**src/rtl/pad_mux_pkg.sv**
```systemverilog
package pad_mux_pkg;
  localparam int FN_W = 2;
  typedef enum logic [FN_W-1:0] {
    FN_NATIVE    = 2'd0,
    FN_GPIO      = 2'd1,
    FN_SPDIF_IN  = 2'd2,
    FN_SPDIF_OUT = 2'd3
  } pad_fn_e;
endpackage

```
**src/rtl/pad_gpio_sel.sv**
```systemverilog
module pad_gpio_sel
  import pad_mux_pkg::*;
#(
  parameter bit NATIVE_OE = 1'b0
) (
  input  logic    grp_en_i,
  input  logic    pin_en_i,
  input  logic    dir_i,
  output pad_fn_e fn_o,
  output logic    oe_o,
  output logic    gpio_act_o
);
  assign gpio_act_o = grp_en_i & pin_en_i;

  always_comb begin
    if (gpio_act_o) begin
      fn_o = FN_GPIO;
      oe_o = dir_i;
    end else begin
      fn_o = FN_NATIVE;
      oe_o = NATIVE_OE;
    end
  end
endmodule

```
**src/rtl/combo_pad_sel.sv**
```systemverilog
module combo_pad_sel
  import pad_mux_pkg::*;
(
  input  logic    grp_en_i,
  input  logic    pin_en_i,
  input  logic    dir_i,
  input  logic    in_en_i,
  input  logic    out_en_i,
  output pad_fn_e fn_o,
  output logic    oe_o
);
  // priority: GPIO > receive (wins tie) > transmit > power-down
  always_comb begin
    if (grp_en_i && pin_en_i) begin
      fn_o = FN_GPIO;
      oe_o = dir_i;
    end else if (in_en_i) begin
      fn_o = FN_SPDIF_IN;
      oe_o = 1'b0;
    end else if (out_en_i) begin
      fn_o = FN_SPDIF_OUT;
      oe_o = 1'b1;
    end else begin
      fn_o = FN_NATIVE;
      oe_o = 1'b1;
    end
  end
endmodule

```
**src/rtl/pad_mux_ctrl.sv**
```systemverilog
module pad_mux_ctrl
  import pad_mux_pkg::*;
#(
  parameter int N_MIC  = 3,
  parameter int N_VREF = 2
) (
  input  logic                   clk_i,
  input  logic                   rst_ni,
  input  logic                   gpio_grp_en_i,
  input  logic [N_MIC-1:0]       mic_gpio_en_i,
  input  logic [N_MIC-1:0]       mic_gpio_dir_i,
  input  logic                   mic_port_in_en_i,
  input  logic [N_VREF-1:0]      vref_gpio_en_i,
  input  logic [N_VREF-1:0]      vref_gpio_dir_i,
  input  logic                   combo_gpio_en_i,
  input  logic                   combo_gpio_dir_i,
  input  logic                   combo_in_en_i,
  input  logic                   combo_out_en_i,
  output logic [FN_W*N_MIC-1:0]  mic_func_o,
  output logic [N_MIC-1:0]       mic_oe_o,
  output logic [N_MIC-1:0]       mic_pd_o,
  output logic                   mic_mute_o,
  output logic [FN_W*N_VREF-1:0] vref_func_o,
  output logic [N_VREF-1:0]      vref_oe_o,
  output logic [FN_W-1:0]        combo_func_o,
  output logic                   combo_oe_o
);
  localparam int MIC_FW  = FN_W * N_MIC;
  localparam int VREF_FW = FN_W * N_VREF;

  logic [MIC_FW-1:0]  mic_fn_d;
  logic [N_MIC-1:0]   mic_oe_d, mic_act;
  logic [VREF_FW-1:0] vref_fn_d;
  logic [N_VREF-1:0]  vref_oe_d, vref_act;
  pad_fn_e            combo_fn_d;
  logic               combo_oe_d;

  for (genvar i = 0; i < N_MIC; i++) begin : g_mic
    pad_fn_e fn;
    pad_gpio_sel #(.NATIVE_OE(1'b0)) u_sel (
      .grp_en_i  (gpio_grp_en_i),
      .pin_en_i  (mic_gpio_en_i[i]),
      .dir_i     (mic_gpio_dir_i[i]),
      .fn_o      (fn),
      .oe_o      (mic_oe_d[i]),
      .gpio_act_o(mic_act[i])
    );
    assign mic_fn_d[FN_W*i +: FN_W] = fn;
  end

  for (genvar i = 0; i < N_VREF; i++) begin : g_vref
    pad_fn_e fn;
    pad_gpio_sel #(.NATIVE_OE(1'b1)) u_sel (
      .grp_en_i  (gpio_grp_en_i),
      .pin_en_i  (vref_gpio_en_i[i]),
      .dir_i     (vref_gpio_dir_i[i]),
      .fn_o      (fn),
      .oe_o      (vref_oe_d[i]),
      .gpio_act_o(vref_act[i])
    );
    assign vref_fn_d[FN_W*i +: FN_W] = fn;
  end

  combo_pad_sel u_combo (
    .grp_en_i(gpio_grp_en_i),
    .pin_en_i(combo_gpio_en_i),
    .dir_i   (combo_gpio_dir_i),
    .in_en_i (combo_in_en_i),
    .out_en_i(combo_out_en_i),
    .fn_o    (combo_fn_d),
    .oe_o    (combo_oe_d)
  );

  always_ff @(posedge clk_i or negedge rst_ni) begin
    if (!rst_ni) begin
      mic_func_o   <= '0;
      mic_oe_o     <= '0;
      mic_pd_o     <= '1;
      mic_mute_o   <= 1'b1;
      vref_func_o  <= '0;
      vref_oe_o    <= '1;
      combo_func_o <= FN_NATIVE;
      combo_oe_o   <= 1'b1;
    end else begin
      mic_func_o   <= mic_fn_d;
      mic_oe_o     <= mic_oe_d;
      mic_pd_o     <= {N_MIC{~gpio_grp_en_i}};
      mic_mute_o   <= ~mic_port_in_en_i | (|mic_act);
      vref_func_o  <= vref_fn_d;
      vref_oe_o    <= vref_oe_d;
      combo_func_o <= combo_fn_d;
      combo_oe_o   <= combo_oe_d;
    end
  end
endmodule

```
**config.mk**
```make
export PLATFORM = sky130hd
export DESIGN_NAME = pad_mux_ctrl
export DESIGN_NICKNAME = d
export VERILOG_FILES = /design/src/rtl/pad_mux_pkg.sv /design/src/rtl/pad_gpio_sel.sv /design/src/rtl/combo_pad_sel.sv /design/src/rtl/pad_mux_ctrl.sv
export SDC_FILE = /design/constraint.sdc
export NUM_CORES = 1
export LEC_CHECK = 0
export CAP_MARGIN = 10
export CELL_PAD_IN_SITES_DETAIL_PLACEMENT = 0
export CELL_PAD_IN_SITES_GLOBAL_PLACEMENT = 1
export CORE_UTILIZATION = 30
export CTS_CLUSTER_SIZE = 24
export DETAILED_ROUTE_END_ITERATION = 6
export GPL_TIMING_DRIVEN = 0
export HOLD_SLACK_MARGIN = 0.03
export PLACE_DENSITY = 0.86
export SLEW_MARGIN = 20
export SYNTH_ARGS = -nofsm -noshare
export SYNTH_HDL_FRONTEND = slang
export SYNTH_HIERARCHICAL = 1
export SYNTH_SLANG_ARGS = --single-unit
```
**constraint.sdc**
```tcl
create_clock -name clk_i -period 2.2 [get_ports clk_i]
set_clock_uncertainty 0.15 [all_clocks]
set_input_delay 0.55 -clock clk_i [delete_from_list [all_inputs] [get_ports clk_i]]
set_output_delay 0.55 -clock clk_i [all_outputs]
set_load 0.005 [all_outputs]
```
Yosys cells after proc, flatten, opt, wreduce, memory -nomap -nowiden

Cells that the tools add are included.

Input port bits: 18
Register bits: 20

Muxes and demuxes: 15
Reduce and logical (&&, ||, !) cells: 2
Bitwise logic cells: 8

Operator list:

| cell                | count |
|---|---|
| $mux W1             | 12 |
| $mux W2             | 3 |
| $and A1 B1 Y1       | 5 |
| $reduce_or A3 Y1    | 1 |
| $not A1 Y1          | 2 |
| $logic_and A1 B1 Y1 | 1 |
| $or A1 B1 Y1        | 1 |

Depth between registers and ports, before layout

Depth in word-level cells: 3
Depth in mapped cells: 2
Gate-level depth less buffers: 2

Hierarchy

Netlist, hierarchy kept.

Modules (own cells, without submodules):

| module                             | area an instance (µm²) | cells an instance | times used | seq. area each (µm²) |
|---|---|---|---|---|
| pad_mux_ctrl                       | 535.5                  | 24                | 1          | 506.7 |
| pad_gpio_sel (g_mic[0].u_sel ...)  | 31.3                   | 5                 | 3          | 0.0 |
| pad_gpio_sel (g_vref[0].u_sel ...) | 32.5                   | 5                 | 2          | 0.0 |
| combo_pad_sel                      | 36.3                   | 6                 | 1          | 0.0 |

Worst setup path before layout

Ideal clock, no wire load.

Path type: input to register
Start point: in gpio_grp_en_i
End point: reg mic_mute_o
Stages on the path: 2
Library setup time: 95 ps
Setup slack: 767 ps
Data required time: 1955 ps
Data arrival time: 1188 ps
Path through: and2_1 or4b_1

Word-level cells in the longest chain between the ends: 3
Elaborated cells on any way between the ends: 5
Those cells by class: bitwise: 4; reduce/logical: 1

RTL lines:

| what                 | line               | text |
|---|---|---|
| start, declared      | pad_mux_ctrl.sv:9  | `input logic gpio_grp_en_i,` |
| $and A1 B1 Y1        | pad_gpio_sel.sv:13 | `assign gpio_act_o = grp_en_i & pin_en_i;` |
| $reduce_or A3 Y1 (*) | pad_mux_ctrl.sv:88 | `mic_mute_o <= ~mic_port_in_en_i \| (\|mic_act);` |
| $or A1 B1 Y1 (*)     | pad_mux_ctrl.sv:88 |  |
| end signal, assigned | pad_mux_ctrl.sv:88 |  |
| end, declared        | pad_mux_ctrl.sv:22 | `output logic mic_mute_o,` |

Every way passes the cells marked *; elsewhere a longest branch is shown, timed or not.

Worst setup path after layout

Start point: reg, netlist name mic_pd_o[0]
End point: out mic_pd_o[1]

RTL lines:

| what          | line               | text |
|---|---|---|
| end, declared | pad_mux_ctrl.sv:21 | `output logic [N_MIC-1:0] mic_pd_o,` |

No word-level cell between the ends.

==> results.py <==
metrics = {
    "outcome": {
        "status": "complete, no violations",
    },
    "worst_setup_path": {
        "worstSetupPathType": "reg2out",
        "crit_fanout": 3,
        "required_ns": 1.50,
        "setup.worst_path.start_class": "flip-flop",
        "cp.arrival_ns": 1.43,
        "cp-end-kind": "primary output",
    },
    "route": {
        "dr_total_vias": 481,
        "firstDrtPassIters": 1,
        "wl_um": 1180,
        "final_antenna_net_count": 0,
        "wl_per_cell_um": 9.40,
        "viasPerCell": 3.82,
        "drc": 0,
        "drtIter0Drc": 0,
    },
    "placed_design": {
        "dp.cells": 122,
        "dpl.hpwl_um": 927,
        "gp_congestion": 0.602,
        "place_area_um2": 1160,
        "place.port_buffers": 39,
    },
    "synthesis": {
        "syn_avg_cell_area_um2": 13.3,
        "yosysWarningCount": 6,
        "synth_top_area_cell": "dfrtp_1",
        "yosysMostFrequentCell": "dfrtp_1",
        "yosysSeqAreaShare_pct": 69.3,
        "synth_edf_count": 0,
        "synth_top_area_share_pct": 51.4,
        "synth.distinct_cells": 13,
        "netlist_area_um2": 731,
        "synth_seq_cells": 20,
        "synthFlopType": "dfrtp_1",
        "synth_common_cells": "15 x dfrtp_1, 12 x buf_4, 5 x and2_1, 5 x conb_1, 5 x dfstp_2",
        "synth.area.top_cells": "dfrtp_1 51%, dfstp_2 18%, buf_4 12%",
        "synthArstFlopShare_pct": 100,
        "syn_nets": 73,
        "postSynthCellCount": 55,
    },
    "finish": {
        "syn_to_final_growth_pct": 65.4,
        "nets": 117,
        "regArea_um2": 507,
        "antennaDiodeCount": 0,
        "multi_input_area_um2": 123,
        "nFillCells": 214,
        "drive_above_1_share_pct": 22.4,
        "final_cells": 126,
        "final_area_um2": 1210,
    },
    "clock_network": {
        "ctsResizeCount": 0,
        "cts_made_buffers": 3,
        "hold_buffers": 0,
        "h-tree-depth": 1,
        "cts_tree": "yes",
        "clock_path_buffers": 2,
        "cts.sinks": 20,
        "clk_pin_slew_ns": 0.11,
        "postCtsSetupBuffers": 0,
        "clockRootBuffer": "clkbuf_4",
    },
    "job": {
        "max_cap_violations": 0,
    },
    "sta": {
        "slew_violations": 0,
        "finalSetupViolCount": 0,
        "max_slew_margin_pct": 43.5,
        "fin_crit_ns": 2.13,
        "tightest_slew_ns": 0.844,
        "rsz0062_at_grt": "false",
        "hold_viol": 0,
        "finalCritPeriodShare_pct": 96.9,
        "clock.fmax_mhz": 469,
        "fin_tns_setup_ns": 0,
        "hold_slack_ns": 0.580,
    },
    "floorplanning": {
        "core_um2": 2250,
        "die-area_um2": 2640,
        "dieHeight_um": 51.4,
        "initial_core_util_pct": 32.4,
        "dieWidth_um": 51.4,
        "io-pin-count": 40,
        "rows": 17,
    },
    "power_and_ir_drop": {
        "p_per_area_nw_per_um2": 662,
        "power_leakage_nw": 0.563,
        "peakVddDrop_mv": 0.392,
    },
    "global_route": {
        "grt-ovfl-total": 0,
        "antenna_found_initial": 0,
        "grt_pass1_wl_um": 1930,
        "grtUsageTotal_pct": 9.96,
        "grt_max_degree": 21,
        "first_global_vias": 471,
    },
    "min_path": {
        "holdCritPathClass": "in2async",
    },
}
## worst max-delay path, cell delays in order (launching register included)
cell and delay, ns:
dfstp_2 0.56, buf_4 0.10, clkdlybuf4s50_1 0.48
## cells by family after synthesis
group / after synthesis / share of synthesized area, %
other: 5 / 2.57
AO/OA/AOI/OAI: 2 / 1.71
buffers and inverters: 15 / 13.9
multiplexers: 1 / 1.37
flip-flops: 20 / 69.3
AND/OR/NAND/NOR: 12 / 11.1
## where the power goes
group          internal [mW]  switching (mW)  total, mW  leakage [nW]
clock                  0.184           0.107      0.291        0.0279
combinational         0.0814          0.0324      0.114         0.296
sequential             0.390         0.00531      0.396         0.239
total                  0.656           0.144      0.800         0.563
## worst paths after layout
path                       slack (ns)  depth (start not counted)                 endpoint             startpoint
max                              0.07                          2              mic_pd_o[1]  mic_pd_o[0]$_DFF_PN1_
min in group clk_i               0.61                          3     combo_oe_o$_DFF_PN1_       combo_gpio_dir_i
max in group asynchronous        0.80                          1  mic_func_o[3]$_DFF_PN0_                 rst_ni
min                              0.58                          1  mic_func_o[4]$_DFF_PN0_                 rst_ni
## registers in the layout, indices dropped and copies added (netlist names)
| name | flops |
|---|---|
| mic_pd_o | 1 |
| vref_oe_o | 2 |
| combo_func_o | 2 |
| mic_func_o | 6 |
| mic_oe_o | 3 |
| combo_oe_o | 1 |
| vref_func_o | 4 |
| mic_mute_o | 1 |
## layout by cell type, fill, tap and decap left out, drive strengths merged
cell / instances
and2: 5
and3: 3
buf: 12
bufinv: 1
clkbuf: 3
clkdlybuf4s50: 39
conb: 5
dfrtp: 15
dfstp: 5
inv: 3
mux2i: 1
nand2: 1
nand3b: 2
o21a: 1
o21ai: 1
or4b: 1
## layer usage
metal / GRT usage [%] / vias up / routed length, um
met3: 4.17 / 0 / 125
li1: - / 239 / -
met2: 16.9 / 23 / 570
met4: 2.70 / 0 / 0
met5: 0 / - / 0
met1: 11.5 / 219 / 488
## per-stage QoR
step	power [mW]	utilization (%)	worst slack, ns
6_report	0.800	53.6	0.0690
3_5_place_dp	0.518	51.3	0.0114
5_1_grt	0.840	53.6	0.00887
4_1_cts	0.811	53.6	0.0504
2_1_floorplan	0.434	-	0.767
3_3_place_gp	0.515	51.3	0.0103
## final cells by class
cell class | instances | share of cell area, %
plain buffers | 12 | 7.45
clock buffers | 3 | 1.86
clock inverters | 1 | 2.48
inverters | 3 | 0.932
multi-input cells | 20 | 10.1
flip-flops and latches | 20 | 41.9
well taps | 28 | 2.90
repair buffers | 39 | 32.3
(Power assumes the default switching activity.)
